[config.mk]
export PLATFORM = sky130hd
export DESIGN_NAME = edlp_ctrl
export DESIGN_NICKNAME = d
export VERILOG_FILES = /design/src/rtl/edlp_pkg.sv /design/src/rtl/edlp_tx_gate.sv /design/src/rtl/edlp_tx_timer.sv /design/src/rtl/edlp_wake_det.sv /design/src/rtl/edlp_ctrl.sv
export SDC_FILE = /design/constraint.sdc
export NUM_CORES = 1
export LEC_CHECK = 0
export BUFFER_PORTS_ARGS = -buffer_cell sky130_fd_sc_hd__buf_2
export CORE_AREA = 2 2 59 89
export CTS_CLUSTER_DIAMETER = 50
export DETAILED_ROUTE_END_ITERATION = 10
export DIE_AREA = 0 0 61 91
export GPL_TIMING_DRIVEN = 1
export PLACE_DENSITY = 0.73
export SLEW_MARGIN = 20
export SYNTH_ARGS = -nofsm -noshare
export SYNTH_HDL_FRONTEND = slang
export SYNTH_SLANG_ARGS = --single-unit
[constraint.sdc]
create_clock -name clk_i -period 2 [get_ports clk_i]
set_input_delay 0.1 -clock clk_i [delete_from_list [all_inputs] [get_ports clk_i]]
set_output_delay 0.1 -clock clk_i [all_outputs]
set_load 0.01 [all_outputs]
[src/rtl/edlp_pkg.sv]
package edlp_pkg;

  localparam int unsigned NUM_PORTS_DEF = 2;
  localparam int unsigned CNT_W_DEF     = 10;

  // Transmit period in ms ticks for each select code
  function automatic int unsigned tx_interval_ms(input logic [1:0] sel);
    int unsigned v;
    case (sel)
      2'b00:   v = 1000;
      2'b01:   v = 768;
      2'b10:   v = 512;
      default: v = 256;
    endcase
    return v;
  endfunction

  // Largest allowed spacing between two received pulses, in ms ticks
  function automatic int unsigned gap_limit_ms(input logic [1:0] sel);
    int unsigned v;
    case (sel)
      2'b00:   v = 64;
      2'b01:   v = 256;
      2'b10:   v = 512;
      default: v = 1000;
    endcase
    return v;
  endfunction

endpackage

[src/rtl/edlp_tx_gate.sv]
module edlp_tx_gate #(
  parameter int unsigned NUM_PORTS = 2
) (
  input  logic                 tx_en_i,
  input  logic                 indep_i,
  input  logic [NUM_PORTS-1:0] pd_i,
  output logic [NUM_PORTS-1:0] gate_o
);

  logic all_down;
  assign all_down = &pd_i;

  for (genvar p = 0; p < NUM_PORTS; p++) begin : g_port
    assign gate_o[p] = tx_en_i & pd_i[p] & (indep_i | all_down);
  end

endmodule

[src/rtl/edlp_tx_timer.sv]
module edlp_tx_timer #(
  parameter int unsigned CNT_W = 10
) (
  input  logic       clk_i,
  input  logic       rst_ni,
  input  logic       tick_i,
  input  logic       gate_i,
  input  logic [1:0] sel_i,
  output logic       tx_pulse_o
);

  logic [CNT_W-1:0] cnt_q;
  logic [CNT_W-1:0] last_c;
  logic             period_end;
  logic             fire;

  assign last_c     = CNT_W'(edlp_pkg::tx_interval_ms(sel_i) - 1);
  assign period_end = (cnt_q >= last_c);
  assign fire       = gate_i & tick_i & period_end;

  always_ff @(posedge clk_i) begin
    if (!rst_ni) begin
      cnt_q      <= '0;
      tx_pulse_o <= 1'b0;
    end else begin
      tx_pulse_o <= fire;
      if (!gate_i) begin
        cnt_q <= '0;
      end else if (tick_i) begin
        if (period_end) cnt_q <= '0;
        else            cnt_q <= cnt_q + 1'b1;
      end
    end
  end

  a_r1_tx_needs_gate: assert property (@(posedge clk_i) disable iff (!rst_ni)
    tx_pulse_o |-> $past(gate_i && tick_i));

  a_r9_restart_when_ungated: assert property (@(posedge clk_i) disable iff (!rst_ni)
    !gate_i |=> (cnt_q == '0));

  a_r2_no_overflow: assert property (@(posedge clk_i) disable iff (!rst_ni)
    (gate_i && tick_i && !period_end) |=> (cnt_q != '0));

endmodule

[src/rtl/edlp_wake_det.sv]
module edlp_wake_det #(
  parameter int unsigned CNT_W = 10
) (
  input  logic       clk_i,
  input  logic       rst_ni,
  input  logic       tick_i,
  input  logic       pd_i,
  input  logic       rx_i,
  input  logic       single_i,
  input  logic [1:0] gap_sel_i,
  output logic       wake_o
);

  logic             armed_q;
  logic [CNT_W-1:0] gap_q;
  logic [CNT_W-1:0] limit_c;
  logic             rx_ev;
  logic             in_window;
  logic             wake_hit;
  logic             expire;

  assign limit_c   = CNT_W'(edlp_pkg::gap_limit_ms(gap_sel_i));
  assign rx_ev     = pd_i & rx_i;
  assign in_window = armed_q & (gap_q <= limit_c);
  assign wake_hit  = rx_ev & (single_i | in_window);
  assign expire    = armed_q & tick_i & (gap_q >= limit_c);

  always_ff @(posedge clk_i) begin
    if (!rst_ni) begin
      armed_q <= 1'b0;
      gap_q   <= '0;
      wake_o  <= 1'b0;
    end else begin
      wake_o <= wake_hit;
      if (!pd_i) begin
        armed_q <= 1'b0;
        gap_q   <= '0;
      end else if (rx_ev) begin
        armed_q <= ~wake_hit;
        gap_q   <= '0;
      end else if (expire) begin
        armed_q <= 1'b0;
        gap_q   <= '0;
      end else if (armed_q && tick_i) begin
        gap_q <= gap_q + 1'b1;
      end
    end
  end

  a_r3_single_wake: assert property (@(posedge clk_i) disable iff (!rst_ni)
    (rx_i && pd_i && single_i) |=> wake_o);

  a_r10_wake_needs_pd: assert property (@(posedge clk_i) disable iff (!rst_ni)
    wake_o |-> $past(pd_i && rx_i));

  a_r5_first_pulse_no_wake: assert property (@(posedge clk_i) disable iff (!rst_ni)
    (rx_ev && !single_i && !armed_q) |=> !wake_o);

  a_r10_pd_exit_disarms: assert property (@(posedge clk_i) disable iff (!rst_ni)
    !pd_i |=> !armed_q);

endmodule

[src/rtl/edlp_ctrl.sv]
module edlp_ctrl #(
  parameter int unsigned NUM_PORTS = edlp_pkg::NUM_PORTS_DEF,
  parameter int unsigned CNT_W     = edlp_pkg::CNT_W_DEF
) (
  input  logic                 clk_i,
  input  logic                 rst_ni,
  input  logic                 ms_tick_i,
  input  logic                 cfg_tx_en,
  input  logic [1:0]           cfg_tx_sel,
  input  logic                 cfg_single_wake,
  input  logic [1:0]           cfg_gap_sel,
  input  logic                 cfg_indep,
  input  logic [NUM_PORTS-1:0] pd_state,
  input  logic [NUM_PORTS-1:0] rx_pulse,
  output logic [NUM_PORTS-1:0] tx_pulse,
  output logic [NUM_PORTS-1:0] wake_req
);

  logic [NUM_PORTS-1:0] tx_gate;

  edlp_tx_gate #(.NUM_PORTS(NUM_PORTS)) u_gate (
    .tx_en_i (cfg_tx_en),
    .indep_i (cfg_indep),
    .pd_i    (pd_state),
    .gate_o  (tx_gate)
  );

  for (genvar p = 0; p < NUM_PORTS; p++) begin : g_port
    edlp_tx_timer #(.CNT_W(CNT_W)) u_tx (
      .clk_i      (clk_i),
      .rst_ni     (rst_ni),
      .tick_i     (ms_tick_i),
      .gate_i     (tx_gate[p]),
      .sel_i      (cfg_tx_sel),
      .tx_pulse_o (tx_pulse[p])
    );

    edlp_wake_det #(.CNT_W(CNT_W)) u_wake (
      .clk_i     (clk_i),
      .rst_ni    (rst_ni),
      .tick_i    (ms_tick_i),
      .pd_i      (pd_state[p]),
      .rx_i      (rx_pulse[p]),
      .single_i  (cfg_single_wake),
      .gap_sel_i (cfg_gap_sel),
      .wake_o    (wake_req[p])
    );

    a_r7_shared_needs_all_down: assert property (@(posedge clk_i) disable iff (!rst_ni)
      (tx_pulse[p] && !$past(cfg_indep)) |-> $past(&pd_state));

    a_r6_own_port_down: assert property (@(posedge clk_i) disable iff (!rst_ni)
      tx_pulse[p] |-> $past(pd_state[p] && cfg_tx_en));

    a_r11_tx_one_cycle: assert property (@(posedge clk_i) disable iff (!rst_ni)
      tx_pulse[p] |=> !tx_pulse[p]);
  end

endmodule

# == Word-level counts from Yosys, hierarchy flattened ==
# Index checks and enable logic that the tools add are counted.
# word_totals
memories,0
latch_bits,0
inputBits,14
ram_bits,0
regBits,46
mem_bits_ro,0
word_cells,72
# classes
shifts,0
n_reduce_logical,13
n_eq_ne,4
order_cmp,6
n_addsub,5
n_mul,0
bitwise_logic,26
div_mod_pow,0
mux,8
# ops
operator,n
10-bit case mux with 3 select lines,2
"10-bit by 1-bit adder with 10-bit output, second input constant",4
10-bit >= comparator,4
10-bit <= comparator,2
10-bit two-way mux,2
1-bit bitwise AND,18
2-bit AND reduction,5
"10-bit by 1-bit subtractor with 10-bit output, second input constant",1
4-bit OR reduction,2
1-bit inverter,5
"2-bit by 1-bit == test with 1-bit output, second input constant",2
"2-bit == test, second input constant",2
2-bit zero test,2
1-bit two-way mux,4
2-bit nonzero test,2
1-bit bitwise OR,3
1-bit logical AND,2

# == Logic depth before layout (Yosys ltp) ==
# depth
word_depth,8
mapped_depth,8

# == By module ==
# Synthesis repeated with hierarchy kept, for this count alone.
# hier_totals
cells_unflattened,322
area_unflattened_um2,2702.6
# by_module_without_submodules
mod,seq_area_each_um2,area_per_inst_um2,n_inst,cells_per_inst
edlp_wake_det,240.2,767.0,2,91
edlp_tx_timer,220.2,574.3,2,69
edlp_tx_gate,0.0,20.0,1,2

# == Worst setup path after synthesis ==
# OpenSTA, ideal clock, no wires.
# synth_path
kind,input to register
start,in cfg_gap_sel[0]
end,reg g_port[0].u_wake.gap_q[1]
path_slack_ns,0.297
stages,8
required_ns,1.928
arrival_ns,1.631
path_cell_list,ha_1 > buf_2 > nor2_1 > ha_1 > or3_1 > o221ai_1 > o311ai_4 > a21oi_1
# synth_via
elab_chain_cells,5
elab_cells_between_ends,7
classes_between,order compare: 1; eq/ne: 2; mux: 1; bitwise: 1; reduce/logical: 2
# synth_lines
item,line_no,text
from (decl),edlp_ctrl.sv:11,"input logic [1:0] cfg_gap_sel,"
2-bit == test (tied with other cells),edlp_pkg.sv:21,case (sel)
10-bit case mux with 3 select lines (*),edlp_pkg.sv:21,
10-bit >= comparator (*),edlp_wake_det.sv:26,assign expire = armed_q & tick_i & (gap_q >= limit_c);
1-bit bitwise AND (*),edlp_wake_det.sv:26,
4-bit OR reduction (no source line) (*),-,
to (signal assigned),edlp_wake_det.sv:45,gap_q <= gap_q + 1'b1;
to (decl),edlp_wake_det.sv:15,logic [CNT_W-1:0] gap_q;
# Mark *: on every way between the ends. The rest lies on a longest branch, timed or not.
# A chain may end at the register's enable or synchronous reset.

# == Worst setup path after layout ==
# layout_path
start,reg g_port[0].u_tx.cnt_q[4]
end,reg g_port[0].u_tx.cnt_q[8]
# layout_via
elab_chain_cells,2
elab_cells_between_ends,3
classes_between,add/sub: 1; order compare: 1; mux: 1
# layout_lines
item,line_no,text
from (decl),edlp_tx_timer.sv:12,logic [CNT_W-1:0] cnt_q;
from (signal assigned),edlp_tx_timer.sv:31,else cnt_q <= cnt_q + 1'b1;
10-bit by 1-bit adder with 10-bit output or 10-bit >= comparator (tied branches),"edlp_tx_timer.sv:31, edlp_tx_timer.sv:18",
10-bit two-way mux (*),edlp_tx_timer.sv:30,if (period_end) cnt_q <= '0;
# Marks and branches as above.

==> flow_metrics.py <==
metrics = {
    "floorplan": {
        "initial_core_util_pct": 58.3,
        "core_area_um2": 4770,
        "fp.dieW_um": 61,
        "fp.dieH_um": 91,
        "row_count": 31,
        "io_pins": 18,
        "die-area_um2": 5550,
    },
    "job": {
        "maxCapViolCount": 0,
    },
    "setup_path": {
        "cp-end-kind": "flip-flop",
        "path_buf_inv": 0,
        "path_delay_family": "simple AND/OR/NAND/NOR gates",
        "cp_slowest_stage_delay_ps": 520,
        "startpoint_type": "flip-flop",
        "path_class": "flip-flop to flip-flop",
        "crit_path_cell_trace": "ha_1 -> or4_4 -> a31oi_4 -> nor3_2 -> nor3_1",
        "cp.arrival_ps": 2010,
        "slowest_stage": "or4_4",
        "path_max_fanout": 7,
        "cp.required_ps": 2230,
    },
    "sta": {
        "setup_viol": 0,
        "maxSlewHeadroom_pct": 63.9,
        "finalHoldViolations": 0,
        "slew_violations": 0,
        "fmax_ghz": 0.562,
        "rsz0062_at_grt": "false",
        "finalClockSkew_ps": 6.77,
        "finalCritPeriodShare_pct": 89.0,
        "whs_ps": 78.3,
        "worst_pin_slew_ps": 539,
        "period_needed_ps": 1780,
    },
    "yosys": {
        "ys_seq_elements": 46,
        "syn_nets": 357,
        "yosysSeqAreaShare_pct": 33.1,
        "synth-main-ff-cell": "dfxtp_1",
        "avgSynthCellArea_um2": 8.75,
        "synthArstFlopShare_pct": 0,
        "synthDistinctLibCells": 45,
        "ys_warn_count": 0,
        "syn_area_um2": 2780,
        "synth_edf_count": 0,
        "syn_inst": 318,
    },
    "global_route": {
        "grt_max_degree": 15,
        "grt.total_usage_pct": 20.9,
        "grt_pass1_wl_um": 8920,
        "grt_overflow": 0,
        "antenna_found_initial": 0,
        "grt_pass1_vias": 2065,
    },
    "clocking": {
        "cts_sinks": 46,
        "numCtsBuffers": 5,
        "cts_max_path_buffers": 2,
        "cts_tree": "done",
        "cts_setup_buffers": 0,
        "ctsHoldBuffers": 0,
        "worstSkewPairLatency_ps": 300,
        "path_clk_slew_ps": 90,
        "clockRootBuffer": "clkbuf_8",
        "ctsResizeCount": 0,
        "htree_levels": 2,
    },
    "detailed_routing": {
        "wirelength_um": 5540,
        "wl_per_cell_um": 13.7,
        "drt_iter0_drc": 111,
        "route.detailed.drc": 0,
        "vias": 2308,
        "drtPass1Iterations": 4,
        "drtAntennaViolNets": 0,
        "vias_per_cell": 5.73,
    },
    "worst_hold_path": {
        "hold_class": "input port to flip-flop",
    },
    "placement": {
        "gp_congestion": 0.808,
        "port_buffers": 17,
        "dp_hpwl_um": 4210,
        "place_area_um2": 2930,
        "placed_cells": 395,
    },
    "cells_and_area": {
        "area_delta_synth_final_pct": 8.72,
        "utilization_pct": 63.4,
        "drive_gt1_share_pct": 11.6,
        "final_cells": 403,
        "fin_nets": 375,
        "final_area_um2": 3030,
        "antenna_cells": 0,
    },
    "pwr": {
        "p_leak_nw": 1.10,
        "vdd_ir_drop_max_mv": 0.398,
        "powerDensity_nw_per_um2": 548,
    },
    "outcome": {
        "outcome": "finished, final reports clean",
    },
}
worst paths after layout:
check	startpoint	endpoint	cells past startpoint	slack (ps)
worst min-delay path	rx_pulse[0]	g_port[0].u_wake.wake_o	3	80
worst min register to register	g_port[0].u_tx.cnt_q[1]	g_port[0].u_tx.cnt_q[1]	2	490
worst max register to register	g_port[0].u_tx.cnt_q[4]	g_port[0].u_tx.cnt_q[8]	5	220
worst max-delay path	g_port[0].u_tx.cnt_q[4]	g_port[0].u_tx.cnt_q[8]	5	220
final cells by class:
type,instances,area [µm²]
multi-input combinational,248,1750
fill,443,1750
sequential,46,921
timing repair buffer,25,145
clock buffer,7,86.3
tap,66,82.6
inverter,10,37.5
clock inverter,1,5.00
where the power goes:
group / internal, W / switching, W / total, W
Sequential: 0.000919 / 0.00000442 / 0.000923
Clock: 0.000280 / 0.000321 / 0.000601
Combinational: 0.0000559 / 0.0000778 / 0.000134
Yosys cell counts (3+ instances only):
master,instances,area (µm²)
nor2b_1,5,31.3
nor3_1,15,75.1
o22ai_1,3,18.8
xor2_1,18,158
or3_1,3,18.8
ha_1,25,313
buf_4,5,37.5
xnor2_1,17,149
nor2_1,34,128
a21oi_1,12,60.1
and2_1,6,37.5
buf_2,4,20.0
nor4_1,3,18.8
a311oi_1,3,26.3
nand2_1,24,90.1
and3_1,5,31.3
dfxtp_1,46,921
nand4_1,10,62.6
o211ai_1,3,22.5
inv_1,10,37.5
o21ai_0,4,20.0
clkbuf_1,5,18.8
a31oi_1,3,18.8
nand3_1,18,90.1
and4_1,6,52.6
through the flow:
step	TNS, ps	worst slack, ps	power, W
finish	0	220	0.00166
global placement	0	21.8	0.00108
global route	0	60.4	0.00172
floorplan	0	297	0.00103
CTS	0	200	0.00167
detailed placement	-4.11	-4.11	0.00108
routing by layer:
metal | part of all wire, % | GRT usage (%) | vias to the layer above
li1 | - | - | 1179
met1 | 44 | 24.0 | 1077
met5 | 0 | 0 | -
met2 | 51 | 36.9 | 43
met3 | 2.7 | 3.85 | 9
met4 | 1.8 | 7.61 | 0
placed cells by master (no fill, tap or decap), drive strengths merged, types with 4 or more instances in the layout:
cell,count
nand3,18
nand4,10
o21ai,4
and2,6
and3,5
xor2,18
nand2,24
inv,10
clkbuf,7
a21oi,12
xnor2,17
nor2,34
ha,25
dfxtp,46
nor2b,5
nor3,16
buf,25
and4,6
a31oi,4
flip-flops by register name, indices dropped and copies added, names as in the netlist:
| register | count |
|---|---|
| g_port.u_tx.tx_pulse_o | 2 |
| g_port.u_tx.cnt_q | 20 |
| g_port.u_wake.gap_q | 20 |
| g_port.u_wake.armed_q | 2 |
| g_port.u_wake.wake_o | 2 |
worst register-to-register path, stage by stage, from the launching register on:
cell	delay, ps
dfxtp_1	360
ha_1	230
or4_4	520
a31oi_4	240
nor3_2	150
nor3_1	200
cells by family (layout without fill, tap and decap cells):
family | Yosys count | in the layout | share of synthesized area, %
AO/OA/AOI/OAI | 48 | 48 | 14.3
XOR/XNOR | 35 | 35 | 11.0
adder cells (fa/ha/maj) | 25 | 25 | 11.2
buffers and inverters | 24 | 43 | 4.09
flip-flops | 46 | 46 | 33.1
AND/OR/NAND/NOR | 140 | 140 | 26.3
No activity file was read; power rests on OpenSTA's default activity.
